## src/rtl/pht_pkg.sv

```systemverilog
package pht_pkg;
  typedef enum logic [1:0] {
    PH_IDLE = 2'd0,
    PH_WAIT = 2'd1,
    PH_HOLD = 2'd2
  } ph_state_t;
endpackage

```

## src/rtl/pht_slot_counter.sv

```systemverilog
module pht_slot_counter #(
  parameter int DUR_W = 16
) (
  input  logic             clk,
  input  logic             rst,
  input  logic             load,
  input  logic [DUR_W-1:0] dur_in,
  input  logic             restart,
  input  logic             step,
  input  logic             active,
  output logic             tgt_zero,
  output logic             reach
);
  localparam int SUM_W = DUR_W + 1;

  logic [DUR_W-1:0] tgt_q;
  logic [DUR_W-1:0] cnt_q;
  logic [SUM_W-1:0] cnt_inc;

  always_ff @(posedge clk) begin
    if (rst) begin
      tgt_q <= '0;
      cnt_q <= '0;
    end else begin
      if (load) tgt_q <= dur_in;
      if (restart)   cnt_q <= '0;
      else if (step) cnt_q <= cnt_q + 1'b1;
    end
  end

  always_comb begin
    cnt_inc  = {1'b0, cnt_q} + SUM_W'(1);
    reach    = (cnt_inc == {1'b0, tgt_q});
    tgt_zero = (tgt_q == '0);
  end

  // while holding, the count never reaches or passes the target
  assert_cnt_below_target_R5: assert property (@(posedge clk) disable iff (rst)
    active |-> (cnt_q < tgt_q));

  // a restart always leaves the count at zero
  assert_restart_zero_R7: assert property (@(posedge clk) disable iff (rst)
    restart |=> (cnt_q == '0));
endmodule

```

## src/rtl/pht_irq_flag.sv

```systemverilog
module pht_irq_flag (
  input  logic clk,
  input  logic rst,
  input  logic set,
  input  logic clr,
  output logic flag
);
  always_ff @(posedge clk) begin
    if (rst)      flag <= 1'b0;
    else if (set) flag <= 1'b1;
    else if (clr) flag <= 1'b0;
  end

  // set wins over a simultaneous clear
  assert_set_wins_R8: assert property (@(posedge clk) disable iff (rst)
    set |=> flag);

  // a clear alone drops the flag
  assert_clear_drops_R8: assert property (@(posedge clk) disable iff (rst)
    (clr && !set) |=> !flag);

  // the flag never rises without a set event
  assert_no_spurious_R8: assert property (@(posedge clk) disable iff (rst)
    $rose(flag) |-> $past(set));
endmodule

```

## src/rtl/pht_ctrl.sv

```systemverilog
module pht_ctrl
  import pht_pkg::*;
(
  input  logic clk,
  input  logic rst,
  input  logic pause_req,
  input  logic dur_zero,
  input  logic tgt_zero,
  input  logic reach,
  input  logic tx_idle,
  input  logic slot_tick,
  output logic load,
  output logic restart,
  output logic step,
  output logic set_irq,
  output logic hold_active,
  output logic gstop_req,
  output logic pause_active
);
  ph_state_t state_q, state_d;
  logic      eff_zero;

  always_comb begin
    state_d  = state_q;
    load     = pause_req;
    restart  = 1'b0;
    step     = 1'b0;
    set_irq  = 1'b0;
    eff_zero = pause_req ? dur_zero : tgt_zero;
    unique case (state_q)
      PH_IDLE: begin
        if (pause_req) state_d = PH_WAIT;
      end
      PH_WAIT: begin
        if (tx_idle) begin
          set_irq = 1'b1;
          if (eff_zero) begin
            state_d = PH_IDLE;
          end else begin
            state_d = PH_HOLD;
            restart = 1'b1;
          end
        end
      end
      PH_HOLD: begin
        if (pause_req) begin
          if (dur_zero) state_d = PH_IDLE;
          else          restart = 1'b1;
        end else if (slot_tick) begin
          if (reach) state_d = PH_IDLE;
          else       step    = 1'b1;
        end
      end
      default: state_d = PH_IDLE;
    endcase
  end

  always_ff @(posedge clk) begin
    if (rst) begin
      state_q      <= PH_IDLE;
      gstop_req    <= 1'b0;
      pause_active <= 1'b0;
    end else begin
      state_q      <= state_d;
      gstop_req    <= (state_d != PH_IDLE);
      pause_active <= (state_d == PH_HOLD);
    end
  end

  assign hold_active = (state_q == PH_HOLD);

  // the stop request only rises after a pause request
  assert_gstop_cause_R2: assert property (@(posedge clk) disable iff (rst)
    $rose(gstop_req) |-> $past(pause_req));

  // the status bit implies the stop request
  assert_status_implies_stop_R9: assert property (@(posedge clk) disable iff (rst)
    pause_active |-> gstop_req);

  // the status bit only rises after the transmitter was seen idle
  assert_status_after_idle_R3: assert property (@(posedge clk) disable iff (rst)
    $rose(pause_active) |-> $past(tx_idle && gstop_req));

  // the hold ends only through a tick or a zero-length reload
  assert_hold_end_cause_R5: assert property (@(posedge clk) disable iff (rst)
    $fell(pause_active) |-> $past(slot_tick || pause_req));
endmodule

```

## src/rtl/pause_hold_timer.sv

```systemverilog
module pause_hold_timer #(
  parameter int DUR_W = 16
) (
  input  logic             clk,
  input  logic             rst,
  input  logic             pause_req,
  input  logic [DUR_W-1:0] pause_dur,
  input  logic             slot_tick,
  input  logic             tx_idle,
  input  logic             irq_clr,
  output logic             gstop_req,
  output logic             stop_irq,
  output logic             pause_active
);
  logic load, restart, step, set_irq, hold_active;
  logic tgt_zero, reach, dur_zero;

  assign dur_zero = (pause_dur == '0);

  pht_ctrl u_ctrl (
    .clk          (clk),
    .rst          (rst),
    .pause_req    (pause_req),
    .dur_zero     (dur_zero),
    .tgt_zero     (tgt_zero),
    .reach        (reach),
    .tx_idle      (tx_idle),
    .slot_tick    (slot_tick),
    .load         (load),
    .restart      (restart),
    .step         (step),
    .set_irq      (set_irq),
    .hold_active  (hold_active),
    .gstop_req    (gstop_req),
    .pause_active (pause_active)
  );

  pht_slot_counter #(.DUR_W(DUR_W)) u_cnt (
    .clk      (clk),
    .rst      (rst),
    .load     (load),
    .dur_in   (pause_dur),
    .restart  (restart),
    .step     (step),
    .active   (hold_active),
    .tgt_zero (tgt_zero),
    .reach    (reach)
  );

  pht_irq_flag u_irq (
    .clk  (clk),
    .rst  (rst),
    .set  (set_irq),
    .clr  (irq_clr),
    .flag (stop_irq)
  );

  // the stop request never drops while the transmitter was not yet idle
  assert_no_early_release_R6: assert property (@(posedge clk) disable iff (rst)
    ($fell(gstop_req) && !$past(pause_active)) |-> $past(tx_idle));
endmodule

```

## config.mk

```make
export PLATFORM = sky130hd
export DESIGN_NAME = pause_hold_timer
export DESIGN_NICKNAME = d
export VERILOG_FILES = /design/src/rtl/pht_pkg.sv /design/src/rtl/pht_slot_counter.sv /design/src/rtl/pht_irq_flag.sv /design/src/rtl/pht_ctrl.sv /design/src/rtl/pause_hold_timer.sv
export SDC_FILE = /design/constraint.sdc
export NUM_CORES = 1
export LEC_CHECK = 0
export BUFFER_PORTS_ARGS = -buffer_cell sky130_fd_sc_hd__buf_2
export CORE_ASPECT_RATIO = 0.7
export CORE_MARGIN = 2
export CORE_UTILIZATION = 27
export CTS_CLUSTER_DIAMETER = 60
export DETAILED_ROUTE_END_ITERATION = 12
export PLACE_DENSITY = 0.45
export REMOVE_ABC_BUFFERS = 1
export SLEW_MARGIN = 15
export SYNTH_ARGS = -nofsm -noshare
export SYNTH_HDL_FRONTEND = slang
export SYNTH_HIERARCHICAL = 1
export SYNTH_SLANG_ARGS = --single-unit
```

## constraint.sdc

```tcl
create_clock -name clk -period 8.3 [get_ports clk]
set_clock_uncertainty 0.05 [all_clocks]
set_input_delay 0.83 -clock clk [delete_from_list [all_inputs] [get_ports clk]]
set_output_delay 0.83 -clock clk [all_outputs]
set_load 0.1 [all_outputs]
```

==> run metrics <==
critical path endpoint category register; postcts setup bufs 0; Final period util 45.9%; worst-margin pin slew 0.587 ns; Max Freq 0.262 GHz; crit path launch type register; number of buffers added on ports 24; CTS buffer count 5; CP dominant cell by count or3_1; post-CTS sizing 0; antenna cells 0; Reg clk slew, reported paths 0.06 ns; Worst slew margin 60.9%; clock sinks 37; worst skew pair latency 0.28 ns; WL final 5340 um; starting density of the core 28.1%; Final Power 437 uW; H-tree level count 2; cells after synthesis 253; grt ovf 0; Max IR drop VDD 0.0731 mV; vias in the first global route 1711; FILL cells 842; Initial DRC Count 106; detailed placer's ending HPWL 4200 um; hold bufs inserted after CTS 0; Tot GR Track Use 13.0%; largest net degree at the start of global routing 24; CP Max Fanout 10; dpl ws 4.53 ns; Die X 112 um; WP data required 8.46 ns; global-route wire length before repair 9210 um; CTS tree built; Routed WL per cell 14.4 um; die area 8970 um^2; sequential area share after synthesis 33.4%; DRC Markers 0; CP Class reg2reg; core footprint 7910 um^2; area of the multi-input gates 1350 um^2; Post-synth EDFFs 0; async set-reset flop share out of synthesis 0%; Hold WC Path Type reg2reg; Synth warnings 6; Nets 296; crit-path cells ha_1, nand3_1, or3_1, and3_1, o22ai_1, nor4_1, and4_1, and4bb_2, inv_1, or4_4, or3_1, a21oi_1; RSZ-0062 raised after global routing no; row count 27; Unique masters post-synth 53; router iterations before antenna repair 4; routability congestion estimate 0.812; Bufs on Longest Clock Path 2; Main synth FF type dfxtp_1; slowest stage cell, crit path or4_4; Setup Viol. Count Final 0; fin crit period 3.81 ns; crit path buf inv count 1; pins over their slew limit 0; IO Pins 25; via count 1797; Max-cap violations 0; PD cells 175 nW/um^2; initial antenna violation count 0; Reg area 741 um^2; chip height 79.9 um; Netlist Area Pre-Place 2220 um^2; setup TNS 0 ns; Routed Antenna Nets 0; clock root buffer clkbuf_16; Synth Area per Inst 8.77 um^2; Critical Path Max Stage Delay 0.57 ns; flops & latches, synth 37; Leakage 0.979 nW; layout cells sized above 1 16.3%; kind of cell adding the most delay to the critical path simple AND/OR/NAND/NOR gates; CP Data Arrival Time 3.97 ns; PnR worst setup slack 4.49 ns; vias per cell 4.84; final hold violation count 0; synthesis-to-layout area growth 12.3%; status finished, final reports clean
## layer usage
layer	share of wire, %	routed length [um]	vias up	global-route usage [%]
met1	55	2950	827	19.7
met3	4.9	261	5	2.96
met5	0	0	-	0
li1	-	-	932	-
met2	39	2080	33	18.3
met4	0.86	46	0	3.66
## Yosys cell counts (all sizes together) (5+ instances only)
library cell | count | area [um^2]
nor2 | 39 | 146
inv | 6 | 22.5
o21ai | 7 | 35.0
xor2 | 19 | 166
dfxtp | 37 | 741
a21oi | 8 | 43.8
clkbuf | 8 | 50.1
nand4 | 9 | 71.3
buf | 7 | 61.3
ha | 5 | 62.6
or3 | 7 | 50.1
nand2 | 12 | 45.0
xnor2 | 12 | 105
nor4 | 11 | 68.8
mux2i | 18 | 180
## final cells by class
cell class	instances	area share (%)
multi-input combinational	195	53.9
clock inverter	2	0.401
sequential	37	29.7
clock buffer	6	5.17
timing repair buffer	24	4.82
inverter	6	0.903
tap	101	5.07
## power breakdown
group	internal (mW)	switching, mW
clock	0.110	0.0748
combinational	0.0230	0.0363
sequential	0.185	0.00734
## sequential cells by signal (all words and copies together), names as in the netlist
name / cells
u_cnt/cnt_q: 16
u_cnt/tgt_q: 16
u_ctrl/gstop_req: 1
u_ctrl/pause_active: 1
u_ctrl/state_q: 2
u_irq/flag: 1
## tightest hold or removal path, delay by kind of cell, from the launching register on
kind / cells / cell delay (ns)
flip-flops: 1 / 0.31
AND/OR/NAND/NOR: 1 / 0.10
AO/OA/AOI/OAI: 1 / 0.06
## kinds of logic (layout without fill, tap and decap cells)
logic type	after synthesis	in the layout	share of synthesized area, %
muxes	18	18	8.12
adders and majority gates	5	5	2.82
DFF	37	37	33.4
AOI/OAI and AO/OA	35	35	11.3
and+or+nand+nor	106	106	26.2
xor gates and xnor gates	31	31	12.2
buffers and inverters	21	38	6.03
## cells in the final DEF (no fill, tap or decap), types with 6 or more instances in the layout
| master | netlist | routed |
|---|---|---|
| nor2_1 | 39 | 39 |
| inv_1 | 6 | 6 |
| a21oi_1 | 7 | 7 |
| mux2i_1 | 18 | 18 |
| xor2_1 | 19 | 19 |
| buf_2 | 1 | 24 |
| nand4_1 | 8 | 8 |
| nor4_1 | 11 | 11 |
| nand2_1 | 12 | 12 |
| dfxtp_1 | 37 | 37 |
| xnor2_1 | 12 | 12 |
| o21ai_0 | 7 | 7 |
## through the flow
stage          instances  utilization [%]  hold slack (ns)  instance area, um^2
4_1_cts              371             31.5            0.463                 2490
2_1_floorplan        238                -            0.433                 2110
3_5_place_dp         363             29.8            0.453                 2350
6_report             371             31.5            0.456                 2490
5_1_grt              371             31.5            0.484                 2490
3_3_place_gp         363             29.8            0.441                 2350
## final timing paths
check / to / startpoint / slack (ns) / cells past startpoint
setup / recovery: u_cnt/cnt_q[13]$_SDFFE_PP0P_ / u_cnt/cnt_q[0]$_SDFFE_PP0P_ / 4.49 / 12
hold / removal: u_irq/flag$_SDFFE_PP0P_ / u_irq/flag$_SDFFE_PP0P_ / 0.46 / 2
setup reg to reg: u_cnt/cnt_q[13]$_SDFFE_PP0P_ / u_cnt/cnt_q[0]$_SDFFE_PP0P_ / 4.49 / 12
hold reg to reg: u_irq/flag$_SDFFE_PP0P_ / u_irq/flag$_SDFFE_PP0P_ / 0.46 / 2
Note: power is estimated with default switching activity, not from simulation.
